## src/rtl/cmd_rsp_pkg.sv

```systemverilog
package cmd_rsp_pkg;

    localparam int RSP_BYTES = 16;
    localparam int RSP_WORDS = RSP_BYTES / 2;
    localparam int STAT_W    = 16;
    localparam int LEN_W     = $clog2(RSP_BYTES) + 1;

    // response type codes
    localparam logic [2:0] RT_NONE  = 3'd0;
    localparam logic [2:0] RT_SHORT = 3'd1;
    localparam logic [2:0] RT_LONG  = 3'd2;
    localparam logic [2:0] RT_OCR   = 3'd3;
    localparam logic [2:0] RT_RCA   = 3'd6;

    localparam logic [31:0] SHORT_ERR_MASK = 32'hFDF9_0000;
    localparam logic [15:0] RCA_ERR_MASK   = 16'hE008;
    localparam logic [5:0]  STOP_IDX       = 6'd12;

    // status bit positions
    localparam int ST_DONE = 0;
    localparam int ST_STOP = 2;
    localparam int ST_TMO  = 7;
    localparam int ST_PWR  = 12;
    localparam int ST_CERR = 14;

    typedef enum logic [1:0] {
        CK_BCAST  = 2'd0,
        CK_BCAST_R = 2'd1,
        CK_ADDR   = 2'd2,
        CK_DATA   = 2'd3
    } cmd_kind_e;

    typedef struct packed {
        logic      dir;
        cmd_kind_e kind;
        logic      busy;
        logic [2:0] rtype;
        logic      init;
        logic [5:0] idx;
    } cmd_fields_t;

    function automatic cmd_fields_t split_cmd(input logic [15:0] w);
        cmd_fields_t f;
        f.dir   = w[15];
        f.kind  = cmd_kind_e'(w[13:12]);
        f.busy  = w[11];
        f.rtype = w[10:8];
        f.init  = w[7];
        f.idx   = w[5:0];
        return f;
    endfunction

endpackage

```

## src/rtl/cmd_rsp_eval.sv

```systemverilog
module cmd_rsp_eval
    import cmd_rsp_pkg::*;
(
    input  logic [2:0]        rtype_i,
    input  logic [5:0]        idx_i,
    input  logic [LEN_W-1:0]  len_i,
    input  logic [31:0]       head_i,
    output logic [STAT_W-1:0] set_o,
    output logic              pack_o
);
    logic [31:0]      word;
    logic             known;
    logic             tmo;
    logic             err;
    logic [LEN_W-1:0] need;

    always_comb begin
        word  = {head_i[7:0], head_i[15:8], head_i[23:16], head_i[31:24]};
        known = (rtype_i == RT_SHORT) || (rtype_i == RT_LONG) ||
                (rtype_i == RT_OCR)   || (rtype_i == RT_RCA);
        need  = (rtype_i == RT_LONG) ? LEN_W'(RSP_BYTES) : LEN_W'(4);
        tmo   = known && (len_i < need);
        err   = 1'b0;
        if (!tmo) begin
            if (rtype_i == RT_SHORT)
                err = |(word & SHORT_ERR_MASK);
            else if (rtype_i == RT_RCA)
                err = |(word[15:0] & RCA_ERR_MASK);
        end
        set_o = '0;
        if (tmo) begin
            set_o[ST_TMO] = 1'b1;
        end else begin
            set_o[ST_DONE] = 1'b1;
            set_o[ST_STOP] = (idx_i == STOP_IDX);
            set_o[ST_CERR] = err;
            set_o[ST_PWR]  = (rtype_i == RT_OCR) && !word[31];
        end
        pack_o = known && !tmo;
    end
endmodule

```

## src/rtl/cmd_rsp_pack.sv

```systemverilog
module cmd_rsp_pack #(
    parameter int WORDS = 8
) (
    input  logic [WORDS*16-1:0] bytes_i,
    output logic [WORDS*16-1:0] regs_o
);
    for (genvar k = 0; k < WORDS; k++) begin : g_word
        assign regs_o[(WORDS-1-k)*16 +: 16] = {bytes_i[16*k +: 8], bytes_i[16*k+8 +: 8]};
    end
endmodule

```

## src/rtl/cmd_rsp_unit.sv

```systemverilog
module cmd_rsp_unit
    import cmd_rsp_pkg::*;
(
    input  logic                   clk,
    input  logic                   rst,
    input  logic                   enable_i,
    input  logic                   cmd_we_i,
    input  logic [15:0]            cmd_word_i,
    input  logic [31:0]            arg_i,
    input  logic                   stat_clr_we_i,
    input  logic [STAT_W-1:0]      stat_clr_i,
    input  logic                   card_rsp_valid_i,
    input  logic [LEN_W-1:0]       card_rsp_len_i,
    input  logic [RSP_BYTES*8-1:0] card_rsp_data_i,
    output logic                   card_req_o,
    output logic [5:0]             card_idx_o,
    output logic                   card_init_o,
    output logic                   card_busy_o,
    output logic [31:0]            card_arg_o,
    output logic                   cmd_pending_o,
    output logic [STAT_W-1:0]      status_o,
    output logic [RSP_WORDS*16-1:0] rsp_o,
    output logic                   xfer_active_o,
    output logic                   xfer_dir_o,
    output logic                   fifo_rst_o
);
    cmd_fields_t              dec;
    cmd_fields_t              cmd_q;
    logic                     pending_q;
    logic                     req_q;
    logic                     fifo_rst_q;
    logic                     xfer_act_q;
    logic                     xfer_dir_q;
    logic [31:0]              arg_q;
    logic [STAT_W-1:0]        status_q;
    logic [RSP_WORDS*16-1:0]  rsp_q;
    logic [STAT_W-1:0]        set_bits;
    logic                     pack_en;
    logic [RSP_WORDS*16-1:0]  packed_w;
    logic                     accept;
    logic                     take;
    logic [STAT_W-1:0]        clr_mask;

    assign dec      = split_cmd(cmd_word_i);
    assign accept   = cmd_we_i && enable_i && !pending_q;
    assign take     = card_rsp_valid_i && pending_q;
    assign clr_mask = stat_clr_we_i ? stat_clr_i : '0;

    cmd_rsp_eval u_eval (
        .rtype_i (cmd_q.rtype),
        .idx_i   (cmd_q.idx),
        .len_i   (card_rsp_len_i),
        .head_i  (card_rsp_data_i[31:0]),
        .set_o   (set_bits),
        .pack_o  (pack_en)
    );

    cmd_rsp_pack #(.WORDS(RSP_WORDS)) u_pack (
        .bytes_i (card_rsp_data_i),
        .regs_o  (packed_w)
    );

    always_ff @(posedge clk) begin
        if (rst) begin
            cmd_q      <= '0;
            pending_q  <= 1'b0;
            req_q      <= 1'b0;
            fifo_rst_q <= 1'b0;
            xfer_act_q <= 1'b0;
            xfer_dir_q <= 1'b0;
            arg_q      <= '0;
            status_q   <= '0;
            rsp_q      <= '0;
        end else begin
            req_q      <= accept;
            fifo_rst_q <= accept && (dec.kind == CK_DATA);
            status_q   <= (status_q & ~clr_mask) | (take ? set_bits : '0);
            if (accept) begin
                pending_q  <= 1'b1;
                cmd_q      <= dec;
                arg_q      <= arg_i;
                rsp_q      <= '0;
                xfer_act_q <= (dec.kind == CK_DATA);
                if (dec.kind == CK_DATA)
                    xfer_dir_q <= dec.dir;
            end else if (take) begin
                pending_q <= 1'b0;
                if (pack_en)
                    rsp_q <= packed_w;
            end
        end
    end

    assign card_req_o    = req_q;
    assign card_idx_o    = cmd_q.idx;
    assign card_init_o   = cmd_q.init;
    assign card_busy_o   = (cmd_q.rtype == RT_SHORT) && cmd_q.busy;
    assign card_arg_o    = arg_q;
    assign cmd_pending_o = pending_q;
    assign status_o      = status_q;
    assign rsp_o         = rsp_q;
    assign xfer_active_o = xfer_act_q;
    assign xfer_dir_o    = xfer_dir_q;
    assign fifo_rst_o    = fifo_rst_q;
endmodule

```

## config.mk

```make
export PLATFORM = sky130hd
export DESIGN_NAME = cmd_rsp_unit
export DESIGN_NICKNAME = d
export VERILOG_FILES = /design/src/rtl/cmd_rsp_pkg.sv /design/src/rtl/cmd_rsp_eval.sv /design/src/rtl/cmd_rsp_pack.sv /design/src/rtl/cmd_rsp_unit.sv
export SDC_FILE = /design/constraint.sdc
export NUM_CORES = 1
export LEC_CHECK = 0
export CORE_ASPECT_RATIO = 0.6
export CORE_MARGIN = 3
export CORE_UTILIZATION = 30
export CTS_BUF_LIST = sky130_fd_sc_hd__clkbuf_2
export DETAILED_ROUTE_END_ITERATION = 8
export DONT_BUFFER_PORTS = 1
export PLACE_DENSITY = 0.54
export SETUP_SLACK_MARGIN = 0.02
export SKIP_CTS_REPAIR_TIMING = 1
export SYNTH_ARGS = -nofsm -noshare
export SYNTH_HDL_FRONTEND = slang
export SYNTH_SLANG_ARGS = --single-unit
```

## constraint.sdc

```tcl
create_clock -name clk -period 2.9 [get_ports clk]
set_input_delay 0.435 -clock clk [delete_from_list [all_inputs] [get_ports clk]]
set_output_delay 0.435 -clock clk [all_outputs]
set_load 0.02 [all_outputs]
```

==> reports/metrics.yaml, run 1 <==
status: "aborted with a tool error"
flow.stopped_at: "global routing (5_1_grt)"
first-error: "[ERROR RSZ-0060] Max buffer count reached."
syn_nets: 1083
cts-buffers-inserted: 17
clock_tree.buffer_depth: 2
io_pins: 392
synth_async_sr_flop_share: 0
cts-root-buf: "sky130_fd_sc_hd__clkbuf_2"
clock_tree.htree_level_count: 4
yosys_warnings: 0
pre_cts_ws_ns: 0.5002
globalplace.congestion: 0.7318
rows: 43
synth_compound_gate_area_share: 0.2374
fp.dieH_um: 126.4
synth_fa_ha_area_frac: 0.001727
portBuffers: 0
synth_enable_flop_cells: 0
synth-xor-area-share: 0
dp.final_hpwl_um: 15320
synth_simple_gate_area_frac: 0.1600
postSynthAreaPerCell_um2: 8.245
syn_inst: 879
synth.mux.area_fraction: 0
total_of_flip_flops_plus_latches_after_synthesis: 192
grt_max_degree: 129
start_util: 0.3096
dieWidth_um: 206.7
synth.lib_cells_used.distinct: 34
synthFlopType: "sky130_fd_sc_hd__dfxtp_1"
dominant_combinational_cell_family_by_area_after_synthesis: "compound AO/OA/AOI/OAI gates"
cts_num_sinks: 192
post_synth_instance_area_um2: 7247
ys_seq_area_frac: 0.5304
[per-stage QoR]
| stage | hold slack [ns] | instances | instance area, µm² |
|---|---|---|---|
| after floorplan | 0.4315 | 879 | 7247 |
| after global placement | 0.4389 | 1110 | 7375 |
| after CTS | -0.4996 | 1142 | 7631 |
| after detailed placement | 0.4470 | 1110 | 7375 |
[synth_stat cells, types with 2 or more instances]
| cell type | number | share of area |
|---|---|---|
| sky130_fd_sc_hd__nor2_1 | 6 | 0.0031 |
| sky130_fd_sc_hd__buf_2 | 21 | 0.015 |
| sky130_fd_sc_hd__o2111ai_1 | 2 | 0.0024 |
| sky130_fd_sc_hd__nor3b_1 | 2 | 0.0021 |
| sky130_fd_sc_hd__buf_4 | 16 | 0.017 |
| sky130_fd_sc_hd__a21oi_1 | 177 | 0.12 |
| sky130_fd_sc_hd__o211ai_1 | 2 | 0.0021 |
| sky130_fd_sc_hd__or4_1 | 2 | 0.0021 |
| sky130_fd_sc_hd__inv_1 | 11 | 0.0057 |
| sky130_fd_sc_hd__o21ai_0 | 118 | 0.081 |
| sky130_fd_sc_hd__nand2b_1 | 3 | 0.0026 |
| sky130_fd_sc_hd__dfxtp_1 | 192 | 0.53 |
| sky130_fd_sc_hd__nand2_1 | 98 | 0.051 |
| sky130_fd_sc_hd__nand3_1 | 129 | 0.089 |
| sky130_fd_sc_hd__clkbuf_1 | 55 | 0.028 |
| sky130_fd_sc_hd__nor3_1 | 3 | 0.0021 |
| sky130_fd_sc_hd__a211oi_1 | 11 | 0.011 |
| sky130_fd_sc_hd__nor2b_1 | 2 | 0.0017 |
| sky130_fd_sc_hd__o21ai_1 | 11 | 0.0076 |
| sky130_fd_sc_hd__buf_6 | 3 | 0.0047 |
| sky130_fd_sc_hd__nor4_1 | 2 | 0.0017 |
[kinds of logic after synthesis]
family / after synthesis
AO/OA/AOI/OAI: 328
AND/OR/NAND/NOR: 251
flip-flops: 192
buffers and inverters: 107
adder cells (fa/ha/maj): 1
==> run 2: changes to the inputs <==
--- a/config.mk
+++ b/config.mk
@@ -5,14 +5,11 @@
 export SDC_FILE = /design/constraint.sdc
 export NUM_CORES = 1
 export LEC_CHECK = 0
-export CORE_ASPECT_RATIO = 0.6
 export CORE_MARGIN = 3
-export CORE_UTILIZATION = 30
-export CTS_BUF_LIST = sky130_fd_sc_hd__clkbuf_2
+export CORE_UTILIZATION = 20
 export DETAILED_ROUTE_END_ITERATION = 8
 export DONT_BUFFER_PORTS = 1
-export PLACE_DENSITY = 0.54
-export SETUP_SLACK_MARGIN = 0.02
+export PLACE_DENSITY_LB_ADDON = 0.15
 export SKIP_CTS_REPAIR_TIMING = 1
 export SYNTH_ARGS = -nofsm -noshare
 export SYNTH_HDL_FRONTEND = slang
==> run 2 against run 1 <==
Synthesized area unchanged. Synthesized cell count unchanged. The run now ends clean.
==> reports/metrics.yaml, run 2 <==
yosys_warnings: 0  # unchanged
synth_fa_ha_area_frac: 0.001727  # unchanged
fp.dieH_um: 196.4  # +55%
hold_path_class: "in -> reg"
drtPass1Iterations: 5
cts_num_sinks: 192  # unchanged
clock_tree.htree_level_count: 4  # unchanged
syn_nets: 1083  # unchanged
cts-buffers-inserted: 17  # unchanged
synth.top_cell.area_share: 0.5304  # unchanged
synth.mux.area_fraction: 0  # unchanged
viasPerCell: 4.754
synthFlopType: "sky130_fd_sc_hd__dfxtp_1"
placed_cells_incl_taps: 1261  # +14%
power.ir.vdd_worst_v: 0.0003958
final-seq-area_um2: 3844
post_synth_main_area_contributors: "sky130_fd_sc_hd__dfxtp_1 (53%), sky130_fd_sc_hd__a21oi_1 (12%), sky130_fd_sc_hd__nand3_1 (8.9%)"
worst_slew_pin_slew_ns: 0.8296
grt_setup_unrepaired: "false"
setup-tns-final_ns: 0
clock_tree.buffer_depth: 2  # unchanged
post_synth_instance_area_um2: 7247  # unchanged
timing.fmax_mhz: 387.9
pwr_per_cell_area_nw_per_um2: 680.3
setup.worst_path.class: "reg -> reg"
layout.cells.most_common_list: "sky130_fd_sc_hd__dfxtp_1 (192), sky130_fd_sc_hd__a21oi_1 (177), sky130_fd_sc_hd__nand3_1 (129)"
clkLatencyLatePin_ns: 0.44
cellInternalPower_mw: 4.171
postSynthAreaPerCell_um2: 8.245  # unchanged
final_design_area_no_fill_um2: 8235
initial_antenna_violation_count: 0
floorplan.die_area_um2: 38560
track_usage: 0.1352
final_cells: 1293
start_util: 0.2032  # -0.1064
n_antenna_cell: 0
synth_enable_flop_cells: 0  # unchanged
ys_seq_area_frac: 0.5304  # unchanged
worst_path_fanout_max: 96
synth-xor-area-share: 0  # unchanged
dominant_combinational_cell_family_by_area_after_synthesis: "compound AO/OA/AOI/OAI gates"
number_of_global_route_vias_before_repair: 6055
routed_wl_um: 27690
syn_inst: 879  # unchanged
tritoncts_clock_tree: "built"
power.combinational.fraction: 0.059
synth_compound_gate_area_share: 0.2374  # unchanged
max_cap_viols: 0
pwr-share-clk: 0.451
leak_pwr_nw: 2.443
drt_drc_violations_left: 0
dp.final_hpwl_um: 18460  # +20%
synth_simple_gate_area_frac: 0.1600  # unchanged
rows: 69  # +60%
first_pass_grt_wire_length_um: 39940
vias: 6147
placed_area_um2: 7620  # +3.3%
period_share: 0.8889
fillerInstances: 3931
cts.clk_slew.worst_paths_ns: 0.07
critical_path_arrival_ns: 2.94
synth.lib_cells_used.distinct: 34  # unchanged
cts-root-buf: "sky130_fd_sc_hd__clkbuf_16"
timing_hold_violations_final: 0
critical_path.endpoint_type: "register"
fraction_of_power_spent_switching_nets: 0.2556
largest_register_ff_count: 128
power.net_switching_mw: 1.432
report.final.slew_viol_count: 0
netlist_top_cells_count: "sky130_fd_sc_hd__dfxtp_1 (192), sky130_fd_sc_hd__a21oi_1 (177), sky130_fd_sc_hd__nand3_1 (129)"
portBuffers: 0  # unchanged
grt_max_degree: 97
synth_async_sr_flop_share: 0  # unchanged
timing.critical_path.required_ns: 3.26
dieWidth_um: 196.4  # -5.0%
grt.overflow.total: 0
seq_power_share: 0.489
synthDominantAreaCellType: "sky130_fd_sc_hd__dfxtp_1"
io_pins: 392  # unchanged
yosysMostFrequentCell: "sky130_fd_sc_hd__dfxtp_1"
core-area_um2: 35660
status: "complete, no violations"
drt_first_iter_violations: 339
ant_nets: 0
globalplace.congestion: 0.7353  # +0.48%
route.detailed.wl_per_inst_um: 21.42
drive_gt1_frac: 0.06611
setup-violations-final: 0
critPathLaunchType: "register"
layout_min_cycle_time_ns: 2.578
final_common_cell: "sky130_fd_sc_hd__dfxtp_1"
worst_clock_skew_ns: 0.01024
max-slew-margin-rel: 0.4458
syn2layout_area_growth_pct: 13.64
multi_input_area_um2: 2918
nNetsFinal: 1023
total_of_flip_flops_plus_latches_after_synthesis: 192  # unchanged
-- run 2: cell type report --
cell class                      instances  share of cell area
Inverter                               11            0.005014
Timing Repair Buffer                   17             0.02917
Clock inverter                         11             0.01884
Multi-Input combinational cell        580              0.3543
Sequential cell                       192              0.4667
Clock buffer                           21             0.05591
Tap cell                              461             0.07004
-- run 2: kinds of logic (layout without fill, tap and decap cells) --
logic type                 count (synthesis)  after routing
DFF                                      192            192
AOI/OAI and AO/OA                        328            328
and+or+nand+nor                          251            251
buffers and inverters                    107             60
adders and majority gates                  1              1
-- run 2: worst paths after layout --
path	from	endpoint	slack (ns)	cells past startpoint
min	rst	card_arg_o[2]	0.06	1
max reg2reg	cmd_q[9]	rsp_o[111]	0.32	7
min reg2reg	cmd_q[10]	cmd_q[10]	0.45	2
max	cmd_q[9]	rsp_o[111]	0.32	7
-- run 2: metal layers --
metal | GRT usage | routed length [µm] | up-vias
met4 | 0.04067 | 415 | 0
met3 | 0.06735 | 3283 | 19
met1 | 0.1560 | 10610 | 2900
met5 | 0 | 0 | -
met2 | 0.2215 | 13380 | 280
li1 | - | - | 2948
-- run 2: power groups by stage --
stage	logic [mW]	registers, mW	clock network [mW]
after detailed placement	0.343	2.80	0
after floorplan	0.263	2.79	0
after CTS	0.343	2.74	2.65
after global routing	0.373	2.75	2.74
final	0.333	2.74	2.53
after global placement	0.345	2.81	0
-- run 2: worst max-delay path, stage by stage, from the launching register on --
cell                      delay, ns
sky130_fd_sc_hd__dfxtp_1       0.37
sky130_fd_sc_hd__or3b_4        0.45
sky130_fd_sc_hd__ha_1          0.22
sky130_fd_sc_hd__nor3_1        0.48
sky130_fd_sc_hd__a21o_4        0.22
sky130_fd_sc_hd__buf_12        0.28
sky130_fd_sc_hd__o21ai_0       0.19
sky130_fd_sc_hd__a21oi_1       0.18
-- run 2: per-stage QoR --
step / power (mW) / hold slack, ns / util / setup slack [ns]
after floorplan: 3.050 / 0.4315 / - / 0.7110
after global routing: 5.856 / 0.01763 / 0.2310 / 0.1718
after CTS: 5.735 / 0.01866 / 0.2310 / 0.3278
after detailed placement: 3.147 / 0.4416 / 0.2137 / 0.4245
final: 5.603 / 0.05719 / 0.2310 / 0.3222
after global placement: 3.150 / 0.4372 / 0.2137 / 0.4546
(Power assumes the default switching activity.)
==> run 3: changes to the inputs <==
--- a/config.mk
+++ b/config.mk
@@ -9,7 +9,7 @@
 export CORE_UTILIZATION = 20
 export DETAILED_ROUTE_END_ITERATION = 8
 export DONT_BUFFER_PORTS = 1
-export PLACE_DENSITY_LB_ADDON = 0.15
+export PLACE_DENSITY_LB_ADDON = 0.2
 export SKIP_CTS_REPAIR_TIMING = 1
 export SYNTH_ARGS = -nofsm -noshare
 export SYNTH_HDL_FRONTEND = slang
==> run 3 against run 2 <==
Utilization down 0.11 points. Final cell count increased by 0.15%. Sequential share of layout area increased by 0.21 points. Non-clock buffer count grew 1.
==> reports/metrics.yaml, run 3 (same netlist as run 2, synthesis figures left out) <==
track_usage: 0.1293  # -0.005969
status: "complete, no violations"
dp.final_hpwl_um: 17530  # -5.0%
timing.fmax_mhz: 422.9  # +9.0%
first_pass_grt_wire_length_um: 38810  # -2.8%
worst_case_hold_slack_ns: 0.04436  # -0.01283 ns
globalplace.congestion: 0.6898  # -6.2%
grt_setup_unrepaired: "false"
layout_setup_ws_ns: 0.5351  # +0.2129 ns
nNetsFinal: 1024  # +0.098%
start_util: 0.2032  # unchanged
clkLatencyLatePin_ns: 0.45  # about the same
io_pins: 392  # unchanged
post-route-util: 0.2299  # -0.001053
critical_path.endpoint_type: "register"
route.detailed.wl_per_inst_um: 20.19  # -5.8%
final_common_cell: "sky130_fd_sc_hd__dfxtp_1"
dieWidth_um: 196.4  # unchanged
final-seq-area_um2: 3844  # unchanged
power.ir.vdd_worst_v: 0.0003975  # +0.43%
drtPass1Iterations: 4  # -1
timing.critical_path.required_ns: 3.28  # +0.02 ns
critPathLaunchType: "register"
core-area_um2: 35660  # unchanged
worst_slew_pin_slew_ns: 0.6673  # -0.1623 ns
number_of_global_route_vias_before_repair: 6144  # +1.5%
layout_min_cycle_time_ns: 2.365  # -0.2129 ns
critical_path_arrival_ns: 2.74  # -0.20 ns
regToRegStartpoint: "cmd_q[7]"
placed_area_um2: 7627  # about the same
hold_path_class: "in -> reg"
final_design_area_no_fill_um2: 8198  # -0.46%
fillerInstances: 3949  # +0.46%
r2r_slack_ns: 0.54  # +0.21 ns
pre_cts_ws_ns: 0.5340  # +0.1095 ns
worst_clock_skew_ns: 0.01314  # +0.002898 ns
rows: 69  # unchanged
ant_nets: 0  # unchanged
setup-violations-final: 0  # unchanged
drt_first_iter_violations: 351  # +3.5%
report.final.slew_viol_count: 0  # unchanged
max_cap_viols: 0  # unchanged
worst_path_fanout_max: 25  # -74%
tritoncts_clock_tree: "built"
cts-root-buf: "sky130_fd_sc_hd__clkbuf_16"
cts_num_sinks: 192  # unchanged
floorplan.die_area_um2: 38560  # unchanged
fp.dieH_um: 196.4  # unchanged
grt.overflow.total: 0  # unchanged
drt_drc_violations_left: 0  # unchanged
drive_gt1_frac: 0.06963  # +0.003522
period_share: 0.8155  # -0.07342
max-slew-margin-rel: 0.5551  # +0.1094
portBuffers: 0  # unchanged
initial_antenna_violation_count: 1  # +1
clock_tree.htree_level_count: 4  # unchanged
pwr_per_cell_area_nw_per_um2: 663.7  # -2.4%
grt_max_degree: 129  # +33%
power.total_mw: 5.441  # -2.9%
timing_hold_violations_final: 0  # unchanged
leak_pwr_nw: 2.438  # -0.21%
multi_input_area_um2: 2918  # unchanged
placed_cells_incl_taps: 1262  # +0.079%
syn2layout_area_growth_pct: 13.12
clock_tree.buffer_depth: 2  # unchanged
largest_register_ff_count: 128  # unchanged
setup-tns-final_ns: 0  # unchanged
cts-buffers-inserted: 17  # unchanged
timing.hold.worst.start: "rst"
setup.worst_path.class: "reg -> reg"
whs_path_depth: 1  # unchanged
vias: 6147  # unchanged
hold_end: "card_arg_o[1]"
r2r-end: "rsp_o[62]"
routed_wl_um: 26140  # -5.6%
ff2ff_path_depth: 8  # +1
final_cells: 1295  # +0.15%
layout.cells.most_common_list: "sky130_fd_sc_hd__dfxtp_1 (192), sky130_fd_sc_hd__a21oi_1 (177), sky130_fd_sc_hd__nand3_1 (129)"
cts.clk_slew.worst_paths_ns: 0.08  # about the same
viasPerCell: 4.747  # -0.15%
[run 3: cell count changes in the layout (fill, tap and decap cells not counted), sizes merged]
cell	previous run	this run
inv	13	20
clkbuf	21	17
bufinv	3	0
clkinv	4	6
clkinvlp	2	0
buf	17	18
diode	0	1
[run 3: critical path, stage by stage, from the launching register on]
cell                      delay [ns]
sky130_fd_sc_hd__dfxtp_1        0.37
sky130_fd_sc_hd__or3b_4         0.43
sky130_fd_sc_hd__ha_1           0.22
sky130_fd_sc_hd__nor3_1         0.19
sky130_fd_sc_hd__buf_4          0.17
sky130_fd_sc_hd__a21o_4         0.28
sky130_fd_sc_hd__buf_4          0.32
sky130_fd_sc_hd__o21ai_0        0.13
sky130_fd_sc_hd__a21oi_1        0.17
[run 3: how the worst max path moves through the flow]
stage             start         end  slack (ns)  cells past startpoint
2_1_floorplan  cmd_q[8]  rsp_o[100]        0.71                      8
3_3_place_gp   cmd_q[7]   rsp_o[18]        0.57                      7
3_5_place_dp   cmd_q[7]   rsp_o[62]        0.53                      8
4_1_cts        cmd_q[7]   rsp_o[62]        0.50                      8
5_1_grt        cmd_q[7]   rsp_o[24]        0.32                      8
6_report       cmd_q[7]   rsp_o[62]        0.54                      8
[run 3: cell type report]
cell class,count,area share
tap,461,0.07036
timing repair buffer,18,0.03022
multi-input combinational,580,0.3559
sequential,192,0.4689
clock buffer,17,0.05189
inverter,11,0.005037
antenna,1,0.0003053
clock inverter,15,0.01740
[run 3: where the power goes]
| group | switching, mW | leakage (nW) | internal (mW) |
|---|---|---|---|
| combinational | 0.248 | 0.603 | 0.0843 |
| clock | 1.22 | 0.284 | 1.15 |
| sequential | 0.0694 | 1.55 | 2.67 |
[run 3: routing by layer]
metal  vias to the layer above  track usage  part of all wire
met5                         -            0           0.00077
met4                         2      0.04436             0.018
met3                        25      0.05829              0.11
met2                       280       0.2121              0.47
met1                      2892       0.1504              0.40
li1                       2948            -                 -
==> run 4: changes to the inputs <==
==> constraint.sdc (replaced) <==
create_clock -name clk -period 2.4 [get_ports clk]
set_input_delay 0.36 -clock clk [delete_from_list [all_inputs] [get_ports clk]]
set_output_delay 0.36 -clock clk [all_outputs]
set_load 0.02 [all_outputs]
==> run 4 against run 3 <==
Sequential power rose by 21%. Count of clock-buffer cells in the layout up 1. Flip-flop and latch count did not move. Final area grew 2.8%. Maximum frequency rose by 9.2%. Critical path type unchanged. Setup slack worse by 0.30 ns. Via count grew 1.6%. Register-to-register slack worse by 0.30 ns. Largest power group unchanged. Combinational power rose by 43%. Die area unchanged. First-iteration DRC count down 0.85%.
==> reports/metrics.yaml, run 4 (same netlist as run 2, synthesis figures left out) <==
status: "complete, no violations"
grt_setup_unrepaired: "false"
grt_max_degree: 80  # -38%
launching_element_of_the_worst_setup_path: "cmd_q[7]"
cts-buffers-inserted: 17  # unchanged
clock_tree.buffer_depth: 2  # unchanged
cpPeakStageDelay_ns: 0.43  # about the same
power.net_switching_mw: 1.838  # +20%
critical_path.endpoint_type: "register"
final_cells: 1313  # +1.4%
tritoncts_clock_tree: "built"
track_usage: 0.1276  # -0.001703
syn2layout_area_growth_pct: 16.25
setup-tns-final_ns: 0  # unchanged
route.detailed.wl_per_inst_um: 20.06  # -0.61%
number_of_global_route_vias_before_repair: 5958  # -3.0%
fillerInstances: 3916  # -0.84%
r2r_slack_ns: 0.23  # -0.30 ns
cts.clk_slew.worst_paths_ns: 0.08  # about the same
floorplan.die_area_um2: 38560  # unchanged
globalplace.congestion: 0.6963  # +0.94%
worst_path_fanout_max: 50  # +100%
power.combinational.fraction: 0.072  # +0.011
placed_cells_incl_taps: 1267  # +0.40%
final_common_cell: "sky130_fd_sc_hd__dfxtp_1"
cts-root-buf: "sky130_fd_sc_hd__clkbuf_16"
power.ir.vdd_worst_v: 0.0004780  # +20%
timing.critical_path.required_ns: 2.77  # -0.51 ns
fraction_of_power_spent_switching_nets: 0.2795  # -0.003043
clock_tree.htree_level_count: 4  # unchanged
critical_path_arrival_ns: 2.54  # -0.20 ns
io_pins: 392  # unchanged
ff2ff_path_depth: 7  # -1
rows: 69  # unchanged
pwr_per_cell_area_nw_per_um2: 780.7  # +18%
cts_num_sinks: 192  # unchanged
drt_drc_violations_left: 0  # unchanged
first_pass_grt_wire_length_um: 38090  # -1.8%
drive_gt1_frac: 0.07521  # +0.005578
setup-violations-final: 0  # unchanged
regToRegStartpoint: "cmd_q[7]"
max-slew-margin-rel: 0.6581  # +0.1029
nNetsFinal: 1042  # +1.8%
ant_nets: 0  # unchanged
pwr-share-clk: 0.424  # -0.011
worst_clock_skew_ns: 0.009725  # -0.003417 ns
start_util: 0.2032  # unchanged
initial_antenna_violation_count: 2  # +1
drtPass1Iterations: 6  # +2
hold_path_class: "in -> reg"
report.final.slew_viol_count: 0  # unchanged
period_share: 0.9024  # +0.08694
timing.fmax_mhz: 461.7  # +9.2%
vias: 6243  # +1.6%
cellInternalPower_mw: 4.739  # +21%
dieWidth_um: 196.4  # unchanged
whs_path_depth: 2  # +1
drt_first_iter_violations: 348  # -0.85%
dp.final_hpwl_um: 17470  # -0.32%
critPathLaunchType: "register"
viasPerCell: 4.755  # +0.17%
timing_hold_violations_final: 0  # unchanged
core-area_um2: 35660  # unchanged
multi_input_area_um2: 2923  # +0.17%
crit_chain: "or3b_4 -> ha_1 -> nor2_1 -> a21o_4 -> buf_12 -> o21ai_0 -> a21oi_1"
final-seq-area_um2: 3844  # unchanged
fp.dieH_um: 196.4  # unchanged
critical_path.slowest_cell: "sky130_fd_sc_hd__or3b_4"
portBuffers: 0  # unchanged
clkLatencyLatePin_ns: 0.44  # about the same
post-route-util: 0.2363  # +0.006351
leak_pwr_nw: 2.521  # +3.4%
layout.cells.most_common_list: "sky130_fd_sc_hd__dfxtp_1 (192), sky130_fd_sc_hd__a21oi_1 (177), sky130_fd_sc_hd__nand3_1 (129)"
layout_min_cycle_time_ns: 2.166  # -0.1991 ns
routed_wl_um: 26340  # +0.77%
grt.overflow.total: 0  # unchanged
r2r-end: "rsp_o[72]"
setup.worst_path.class: "reg -> reg"
power.total_mw: 6.577  # +21%
worst_slew_pin_slew_ns: 0.5107  # -0.1566 ns
cp-endpoint: "rsp_o[72]"
seq_power_share: 0.504  # about the same
largest_register_ff_count: 128  # unchanged
max_cap_viols: 0  # unchanged
-- run 4: changes by cell type in the layout (fill, tap and decap cells not counted), sizes merged --
cell         previous run  this run
buf                    18        24
clkbuf                 17        18
clkinv                  6         3
clkinvlp                0         4
dlygate4sd3             0        12
inv                    20        18
-- run 4: worst min path at each step --
stage / start / to
detailed placement: rst / card_arg_o[4]
global placement: rst / xfer_dir_o
floorplan: cmd_q[10] / cmd_q[10]
CTS: rst / status_o[0]
global route: arg_i[0] / card_arg_o[0]
finish: arg_i[0] / card_arg_o[0]
-- run 4: routing by layer --
layer | part of all wire | up-vias | global-route usage
met5 | 0.00049 | - | 0
met1 | 0.40 | 2938 | 0.1480
met3 | 0.11 | 23 | 0.06513
met4 | 0.015 | 2 | 0.03961
met2 | 0.47 | 294 | 0.2061
li1 | - | 2986 | -
-- run 4: power by group through the flow --
stage | combinational, mW | clock, mW | sequential (mW)
6_report | 0.474 | 2.79 | 3.31
5_1_grt | 0.525 | 3.04 | 3.32
4_1_cts | 0.444 | 2.92 | 3.31
3_5_place_dp | 0.444 | 0 | 3.39
3_3_place_gp | 0.442 | 0 | 3.39
2_1_floorplan | 0.318 | 0 | 3.37
-- run 4: layout make-up --
class                      count  area share
multi-input combinational    580      0.3469
sequential                   192      0.4563
antenna                        1   0.0002970
inverter                      11    0.004901
tap                          461     0.06847
clock inverter                14     0.01485
clock buffer                  18     0.05094
timing repair buffer          36     0.05733
-- run 4: critical path, delay by kind of cell, from the launching register on --
family          cells  cell delay [ns]
simple gates        2             0.67
compound gates      3             0.50
flops               1             0.36
fa+ha+maj           1             0.29
buf+inv             1             0.23
-- run 4: per-stage QoR --
step	area, µm²	worst slack [ns]	hold slack, ns
detailed placement	7715	0.2143	0.4360
finish	8424	0.2342	0.04188
CTS	8269	0.1947	-0.06620
floorplan	7247	0.2110	0.4315
global placement	7715	0.2384	0.4351
global route	8424	0.05701	0.0009110
